**src/rtl/pdf_pkg.sv**
```systemverilog
package pdf_pkg;

    typedef enum logic [1:0] {
        PD_IDLE   = 2'd0,
        PD_COUNT  = 2'd1,
        PD_ASSERT = 2'd2
    } pd_state_e;

    localparam logic [1:0] SEL_OFF = 2'b00;

    function automatic int unsigned max3(input int unsigned a,
                                         input int unsigned b,
                                         input int unsigned c);
        int unsigned m;
        m = (a > b) ? a : b;
        return (m > c) ? m : c;
    endfunction

endpackage

```
**src/rtl/pdf_tick_div.sv**
```systemverilog
module pdf_tick_div #(
    parameter int unsigned TICK_DIV = 1
) (
    input  logic clk,
    input  logic rst_n,
    input  logic tick_i,
    output logic unit_o
);
    localparam int unsigned DW = (TICK_DIV > 1) ? $clog2(TICK_DIV) : 1;
    localparam logic [DW-1:0] LAST = DW'(TICK_DIV - 1);

    logic [DW-1:0] div_d, div_q;
    logic          wrap;

    always_comb begin
        wrap  = tick_i && (div_q == LAST);
        div_d = div_q;
        if (tick_i) begin
            div_d = wrap ? '0 : div_q + 1'b1;
        end
    end

    always_ff @(posedge clk) begin
        if (!rst_n) div_q <= '0;
        else        div_q <= div_d;
    end

    assign unit_o = wrap;


    div_range_chk: assert property (@(posedge clk) disable iff (!rst_n)
        div_q <= LAST);


    div_hold_chk: assert property (@(posedge clk) disable iff (!rst_n)
        !tick_i |=> $stable(div_q));

endmodule

```
**src/rtl/pdf_sel_decode.sv**
```systemverilog
module pdf_sel_decode #(
    parameter int unsigned CNT_W     = 10,
    parameter int unsigned DLY_SHORT = 4,
    parameter int unsigned DLY_MID   = 129,
    parameter int unsigned DLY_LONG  = 518
) (
    input  logic [1:0]       sel_i,
    output logic [CNT_W-1:0] limit_o
);
    always_comb begin
        unique case (sel_i)
            2'b01:   limit_o = CNT_W'(DLY_SHORT);
            2'b10:   limit_o = CNT_W'(DLY_MID);
            2'b11:   limit_o = CNT_W'(DLY_LONG);
            default: limit_o = '0;
        endcase
    end

endmodule

```
**src/rtl/pdf_filter_fsm.sv**
```systemverilog
module pdf_filter_fsm
    import pdf_pkg::*;
#(
    parameter int unsigned CNT_W = 10
) (
    input  logic             clk,
    input  logic             rst_n,
    input  logic             req_i,
    input  logic [1:0]       sel_i,
    input  logic             clr_i,
    input  logic             unit_i,
    input  logic [CNT_W-1:0] limit_i,
    output logic             irq_o,
    output logic             busy_o
);
    typedef struct packed {
        pd_state_e        st;
        logic [CNT_W-1:0] cnt;
        logic [1:0]       sel;
    } regs_t;

    regs_t r_d, r_q;
    logic  sel_off;
    logic  last_unit;

    always_comb begin
        r_d       = r_q;
        sel_off   = (sel_i == SEL_OFF);
        last_unit = unit_i && (r_q.cnt == limit_i - 1'b1);
        unique case (r_q.st)
            PD_IDLE: begin
                if (!sel_off && req_i) begin
                    r_d.st  = PD_COUNT;
                    r_d.cnt = '0;
                    r_d.sel = sel_i;
                end
            end
            PD_COUNT: begin
                if (sel_off || !req_i) begin
                    r_d.st  = PD_IDLE;
                    r_d.cnt = '0;
                end else if (sel_i != r_q.sel) begin
                    r_d.cnt = '0;
                    r_d.sel = sel_i;
                end else if (last_unit) begin
                    r_d.st  = PD_ASSERT;
                    r_d.cnt = '0;
                end else if (unit_i) begin
                    r_d.cnt = r_q.cnt + 1'b1;
                end
            end
            PD_ASSERT: begin
                if (sel_off || !req_i || clr_i) begin
                    r_d.st = PD_IDLE;
                end
            end
            default: begin
                r_d.st  = PD_IDLE;
                r_d.cnt = '0;
            end
        endcase
    end

    always_ff @(posedge clk) begin
        if (!rst_n) begin
            r_q.st  <= PD_IDLE;
            r_q.cnt <= '0;
            r_q.sel <= SEL_OFF;
        end else begin
            r_q <= r_d;
        end
    end

    assign irq_o  = (r_q.st == PD_ASSERT);
    assign busy_o = (r_q.st == PD_COUNT);


    sel_off_idle_chk: assert property (@(posedge clk) disable iff (!rst_n)
        (sel_i == SEL_OFF) |=> (!irq_o && !busy_o));


    req_drop_idle_chk: assert property (@(posedge clk) disable iff (!rst_n)
        (busy_o && !req_i) |=> (!busy_o && !irq_o));


    irq_from_count_chk: assert property (@(posedge clk) disable iff (!rst_n)
        $rose(irq_o) |-> ($past(busy_o) && $past(unit_i) && $past(req_i)));


    clr_drop_chk: assert property (@(posedge clk) disable iff (!rst_n)
        (irq_o && clr_i) |=> !irq_o);


    sel_change_restart_chk: assert property (@(posedge clk) disable iff (!rst_n)
        (busy_o && req_i && (sel_i != SEL_OFF) && (sel_i != r_q.sel))
            |=> (busy_o && (r_q.cnt == '0)));


    cnt_bound_chk: assert property (@(posedge clk) disable iff (!rst_n)
        (busy_o && (sel_i == r_q.sel)) |-> (r_q.cnt < limit_i));

endmodule

```
**src/rtl/pd_filter_timer.sv**
```systemverilog
module pd_filter_timer
    import pdf_pkg::*;
#(
    parameter int unsigned TICK_DIV  = 1,
    parameter int unsigned DLY_SHORT = 4,
    parameter int unsigned DLY_MID   = 129,
    parameter int unsigned DLY_LONG  = 518
) (
    input  logic       clk,
    input  logic       rst_n,
    input  logic       sec_tick,
    input  logic       pd_req,
    input  logic [1:0] filt_sel,
    input  logic       irq_clr,
    output logic       pd_irq,
    output logic       filt_busy
);
    localparam int unsigned MAX_DLY = max3(DLY_SHORT, DLY_MID, DLY_LONG);
    localparam int unsigned CNT_W   = $clog2(MAX_DLY + 1);

    logic             unit_tick;
    logic [CNT_W-1:0] limit;

    pdf_tick_div #(
        .TICK_DIV (TICK_DIV)
    ) u_div (
        .clk    (clk),
        .rst_n  (rst_n),
        .tick_i (sec_tick),
        .unit_o (unit_tick)
    );

    pdf_sel_decode #(
        .CNT_W     (CNT_W),
        .DLY_SHORT (DLY_SHORT),
        .DLY_MID   (DLY_MID),
        .DLY_LONG  (DLY_LONG)
    ) u_dec (
        .sel_i   (filt_sel),
        .limit_o (limit)
    );

    pdf_filter_fsm #(
        .CNT_W (CNT_W)
    ) u_fsm (
        .clk     (clk),
        .rst_n   (rst_n),
        .req_i   (pd_req),
        .sel_i   (filt_sel),
        .clr_i   (irq_clr),
        .unit_i  (unit_tick),
        .limit_i (limit),
        .irq_o   (pd_irq),
        .busy_o  (filt_busy)
    );


    irq_needs_req_chk: assert property (@(posedge clk) disable iff (!rst_n)
        (pd_irq && !pd_req) |=> !pd_irq);

endmodule

```
**config.mk**
```make
export PLATFORM = sky130hd
export DESIGN_NAME = pd_filter_timer
export DESIGN_NICKNAME = d
export VERILOG_FILES = /design/src/rtl/pdf_pkg.sv /design/src/rtl/pdf_tick_div.sv /design/src/rtl/pdf_sel_decode.sv /design/src/rtl/pdf_filter_fsm.sv /design/src/rtl/pd_filter_timer.sv
export SDC_FILE = /design/constraint.sdc
export NUM_CORES = 1
export LEC_CHECK = 0
export BUFFER_PORTS_ARGS = -buffer_cell sky130_fd_sc_hd__buf_2
export CAP_MARGIN = 20
export CORE_MARGIN = 5
export CORE_UTILIZATION = 60
export CTS_CLUSTER_DIAMETER = 50
export DETAILED_ROUTE_END_ITERATION = 10
export PLACE_DENSITY = 0.79
export SKIP_CTS_REPAIR_TIMING = 1
export SLEW_MARGIN = 20
export SYNTH_ARGS = -nofsm -noshare
export SYNTH_HDL_FRONTEND = slang
export SYNTH_SLANG_ARGS = --single-unit
```
**constraint.sdc**
```tcl
create_clock -name clk -period 4.2 [get_ports clk]
set_input_delay 0.21 -clock clk [delete_from_list [all_inputs] [get_ports clk]]
set_output_delay 0.21 -clock clk [all_outputs]
set_load 0.03 [all_outputs]
```
# Word-level counts from Yosys, hierarchy flattened
# Index checks and enable logic that the tools add are counted.
[word_totals]
inputBits = 7
register_bits = 15
word_cells = 51
[classes]
bitwise_logic = 2
reduce_logical = 13
n_eq_ne = 14
mux = 15
n_addsub = 3
[ops]
columns = ["cell", "count"]
rows = [
  ["10-bit one-hot mux with 3 select lines", 2],
  ["10-bit two-way mux", 3],
  ["14-bit two-way mux", 1],
  ["12-bit two-way mux", 1],
  ["10-bit by 1-bit adder with 10-bit output, second input constant", 1],
  ["10-bit == test", 1],
  ["2-bit two-way mux", 5],
  ["10-bit by 1-bit subtractor with 10-bit output, second input constant", 1],
  ["4-bit AND reduction", 2],
  ["2-bit == test, second input constant", 3],
  ["2-bit by 1-bit != test with 1-bit output, second input constant", 3],
  ["2-bit one-hot mux with 3 select lines", 1],
  ["5-bit by 1-bit != test with 1-bit output, second input constant", 1],
  ["2-bit by 1-bit == test with 1-bit output, second input constant", 2],
  ["2-bit logical NOT", 2],
  ["2-bit one-hot mux with 2 select lines", 1],
  ["1-bit logical AND", 3],
  ["3-bit by 1-bit != test with 1-bit output, second input constant", 1],
  ["3-bit != test, second input constant", 1],
  ["3-bit AND reduction", 1],
  ["1-bit logical NOT", 2],
  ["1-bit logical OR", 2],
  ["2-bit != test", 1],
  ["2-bit != test, second input constant", 1],
  ["4 further kinds", 5],
]

# Depth between registers and ports, before layout
[logic_depth]
word_depth = 9
ltp_mapped = 8
mapped_depth_nobuf = 7

# Hierarchy
# From an unflattened synthesis, not the netlist that was laid out.
[hier_totals]
cells_unflattened = 153
hier_area_um2 = 1184.9
[modules_own_cells]
columns = ["mod", "instances", "cells_per_inst", "area_each_um2", "seq_area_each_um2"]
rows = [
  ["pdf_filter_fsm", 1, 139, 1077.3, 280.3],
  ["pdf_sel_decode", 1, 11, 72.6, 0.0],
  ["pdf_tick_div", 1, 3, 35.0, 20.0],
]

# Least setup slack after synthesis
# OpenSTA, ideal clock, no wires.
[synth_timing]
path_type = "input -> register"
from = "input port filt_sel[0]"
to = "register u_fsm.r_q[11] (netlist name)"
setup_slack_ns = 2.159
t_arrival_ns = 1.922
setup_time_ns = 0.119
path_stages = 7
required_ns = 4.081
cell_sequence = "inv_1 ha_1 or3b_1 a221o_1 o41a_4 o21ai_4 nor2_1"
[synth_between]
elab_chain_cells = 9
elab_cells_between_ends = 19
classes_between = "1 x add/sub; 7 x eq/ne; 5 x mux; 6 x reduce/logical"
[synth_rtl]
columns = ["element", "line_no", "text"]
rows = [
  ["start, declared", "pd_filter_timer.sv:13", "input logic [1:0] filt_sel,"],
  ["2-bit == test or 2-bit by 1-bit == test with 1-bit output (tied branches)", "pdf_sel_decode.sv:11", "unique case (sel_i)"],
  ["10-bit one-hot mux with 3 select lines", "pdf_sel_decode.sv:11", ""],
  ["10-bit by 1-bit subtractor with 10-bit output", "pdf_filter_fsm.sv:29", "last_unit = unit_i && (r_q.cnt == limit_i - 1'b1);"],
  ["10-bit == test", "pdf_filter_fsm.sv:29", ""],
  ["1-bit logical AND", "pdf_filter_fsm.sv:29", ""],
  ["10-bit two-way mux", "pdf_filter_fsm.sv:45", "end else if (last_unit) begin"],
  ["10-bit two-way mux", "pdf_filter_fsm.sv:42", "end else if (sel_i != r_q.sel) begin"],
  ["12-bit two-way mux", "pdf_filter_fsm.sv:39", "if (sel_off || !req_i) begin"],
  ["10-bit one-hot mux with 3 select lines", "pdf_filter_fsm.sv:30", "unique case (r_q.st)"],
  ["end signal, assigned", "pdf_filter_fsm.sv:70", "r_q <= r_d;"],
  ["end, declared", "pdf_filter_fsm.sv:22", "regs_t r_d, r_q;"],
]
# Parallel ways exist; a longest one is shown, timed or not.
# A chain may end at the register's enable or synchronous reset.

# Worst setup path after layout
[layout_timing]
from = "register u_fsm.r_q[5] (netlist name)"
to = "register u_fsm.r_q[8] (netlist name)"
[layout_between]
elab_chain_cells = 6
elab_cells_between_ends = 10
classes_between = "1 x add/sub; 2 x eq/ne; 5 x mux; 2 x reduce/logical"
[layout_rtl]
columns = ["element", "line_no"]
rows = [
  ["10-bit by 1-bit adder with 10-bit output or 10-bit == test (tied branches)", "pdf_filter_fsm.sv:49, pdf_filter_fsm.sv:29"],
  ["10-bit two-way mux or 1-bit logical AND (tied branches)", "pdf_filter_fsm.sv:48, pdf_filter_fsm.sv:29"],
  ["10-bit two-way mux", "pdf_filter_fsm.sv:45"],
  ["10-bit two-way mux", "pdf_filter_fsm.sv:42"],
  ["12-bit two-way mux", "pdf_filter_fsm.sv:39"],
  ["10-bit one-hot mux with 3 select lines", "pdf_filter_fsm.sv:30"],
]
# Parallel ways exist; a longest one is shown, timed or not. The select of a mux whose other input is x is not followed.

==> results.ini <==
[layout]
drive_gt1_share_pct=15.5
diodes=0
syn_to_final_growth_pct=7.86
fin_area_um2=978
final_nets=122

[power_and_ir_drop]
irDropWorstVdd_v=0.000223
p_per_area_mw_per_mm2=272
power.leakage_nw=0.354

[timing]
skew_ns=0.00380
hold_slack_ns=0.0832
post-route-min-period_ns=2.05
hold_violations=0
rsz0062_at_grt=no
maxSlewViolCount=0
max_slew_margin_pct=66.8
setup_viol=0
worst_slew_pin_slew_ns=0.485
setup_tns_ns=0
fmax_mhz=487
period_share_pct=48.9

[worst_setup_path]
cp_max_fo=7
setup.worst_path.start_class=flop
cp_data_required_time_ns=4.38
r2r-end=u_fsm.r_q[8]
endpoint_kind=flop
rrSetupSlack_ns=2.15
reg2regPathDepth=5
critPathKind=flop to flop
r2r_start=u_fsm.r_q[5]
worstPathArrival_ns=2.24

[run]
maxCapViolations=0

[placement]
dp_hpwl_mm=1.37
placed_area_um2=952
gp_congestion=0.859
port_buffers=8

[floorplanning]
rows=14
die_w_um=48.9
start_util_pct=61.6
core_area_mm2=0.00147
die_area_mm2=0.00239
die_h_um=48.9
num_io_pins=9

[synthesis]
syn_inst=100
yosys_warnings=0
syn_avg_cell_area_um2=9.07
ys_seq_elements=15
seq_area_frac_synth_pct=33.1
synth_fp_nets=111
synth.distinct_cells=36
synthesis.area_um2=907

[worst_hold_path]
min_path_type=input pin to flop
hold_start=sec_tick
whs_endpoint=u_div.div_q
holdPathStages=2

[routing]
ant_nets=0
wl_mm=1.83
vias_per_cell=6.22
routedWlPerCell_um=14.5
drt_first_pass_iters=5
dr_total_vias=784
drc_errors=0
drt_iter0_markers=26

[global_routing]
grt_pass1_wl_mm=3.24
overflow=0
grt_max_degree=10
grt_pass1_vias=727
grt_util_all_layers_pct=17.4
antenna_found_initial=0

[clocking]
cts_made_buffers=3
clk_latency_ns=0.29
clk_path_buf_depth=2
cts_tree=done
clock_sinks=15
root_buffer=clkbuf_4
clk_pin_slew_ns=0.09
htree_levels=1

[status]
status=finished, final reports clean

-- critical path, stage by stage (launching register included) --
cell and delay (ns):
dfxtp_1 0.38, or4_1 0.53, o22a_1 0.22, o41a_4 0.52, o21ai_4 0.21, a21oi_1 0.08
-- cell families after synthesis --
logic type / Yosys count / share of synthesized area (%)
AOI/OAI and AO/OA: 20 / 18.2
xor gates and xnor gates: 7 / 6.76
adders and majority gates: 4 / 5.52
buffers and inverters: 6 / 3.31
DFF: 15 / 33.1
muxes: 4 / 4.41
and+or+nand+nor: 44 / 28.7
-- per-stage QoR --
stage	util [%]	total power (W)	setup slack, ns	instances
after CTS	66.5	0.000267	2.15	126
after floorplan	-	0.000172	2.16	100
after global routing	66.5	0.000282	2.05	126
final	66.5	0.000266	2.15	126
after global placement	64.7	0.000181	1.94	122
after detailed placement	64.7	0.000183	1.88	122
-- power breakdown --
part           switching (W)  internal [W]  total (W)  leakage, nW
Sequential        0.00000160      0.000144   0.000145        0.121
Combinational      0.0000205     0.0000137  0.0000342        0.218
Clock              0.0000493     0.0000370  0.0000863       0.0150
Total              0.0000714      0.000195   0.000266        0.354
-- how the worst max path moves through the flow --
| stage | start | to |
|---|---|---|
| global placement | filt_sel[0] | u_fsm.r_q[11] |
| finish | u_fsm.r_q[5] | u_fsm.r_q[8] |
| detailed placement | filt_sel[1] | u_fsm.r_q[8] |
| CTS | u_fsm.r_q[5] | u_fsm.r_q[11] |
| global route | u_fsm.r_q[5] | u_fsm.r_q[6] |
| floorplan | filt_sel[0] | u_fsm.r_q[11] |
-- metal layers --
layer  up-vias  routed length [µm]  GRT usage, %
met2        23                 842          26.1
met3         5                 111          4.59
li1        393                   -             -
met5         -                   0             0
met1       363                 825          22.3
met4         0                  49          9.87
-- synth_stat cells --
| cell | count | area (µm²) |
|---|---|---|
| a2111oi_0 | 1 | 8.76 |
| a211oi_1 | 2 | 15.0 |
| a21boi_0 | 2 | 15.0 |
| a21o_2 | 1 | 8.76 |
| a21oi_1 | 4 | 20.0 |
| a221o_1 | 1 | 10.0 |
| a31o_2 | 1 | 8.76 |
| a31oi_1 | 2 | 12.5 |
| and4_1 | 1 | 8.76 |
| buf_6 | 1 | 11.3 |
| clkbuf_1 | 1 | 3.75 |
| dfxtp_1 | 15 | 300 |
| ha_1 | 4 | 50.1 |
| inv_1 | 4 | 15.0 |
| mux2i_1 | 4 | 40.0 |
| nand2_1 | 7 | 26.3 |
| nand2b_1 | 1 | 6.26 |
| nand3_1 | 6 | 30.0 |
| nand3b_1 | 3 | 22.5 |
| nand4_1 | 5 | 31.3 |
| nand4b_1 | 2 | 17.5 |
| nor2_1 | 6 | 22.5 |
| nor2b_1 | 5 | 31.3 |
| nor3b_1 | 1 | 7.51 |
| nor3b_2 | 1 | 12.5 |
| nor4_1 | 1 | 6.26 |
| o21ai_0 | 1 | 5.00 |
| o21ai_4 | 1 | 16.3 |
| o22a_1 | 1 | 8.76 |
| o31ai_1 | 2 | 15.0 |
| o41a_4 | 1 | 21.3 |
| or2_2 | 1 | 6.26 |
| or3b_1 | 1 | 8.76 |
| or4_1 | 3 | 22.5 |
| xnor2_1 | 6 | 52.6 |
| xor2_1 | 1 | 8.76 |
-- state kept, by name, summed over array words and instances (netlist names) --
register,count
u_fsm.r_q,14
u_div.div_q,1
-- cell usage in the layout, fill, tap and decap left out, types with 2 or more instances in the layout --
master / Yosys / final
or4_1: 3 / 3
a31oi_1: 2 / 2
a21oi_1: 4 / 4
nor2_1: 6 / 6
buf_2: 0 / 8
nor2b_1: 5 / 5
nand4b_1: 2 / 2
inv_1: 4 / 4
ha_1: 4 / 4
mux2i_1: 4 / 4
a21boi_0: 2 / 2
nand3_1: 6 / 6
a211oi_1: 2 / 2
o31ai_1: 2 / 2
clkbuf_4: 0 / 3
nand3b_1: 3 / 3
nand2_1: 7 / 7
dfxtp_1: 15 / 15
xnor2_1: 6 / 6
nand4_1: 5 / 5
-- final cells by class --
type / count / area (µm²)
fill: 138 / 493
tap: 16 / 20.0
multi-input combinational: 79 / 577
sequential: 15 / 300
inverter: 4 / 15.0
clock buffer: 4 / 26.3
timing repair buffer: 8 / 40.0
Note: power is estimated with default switching activity, not from simulation.
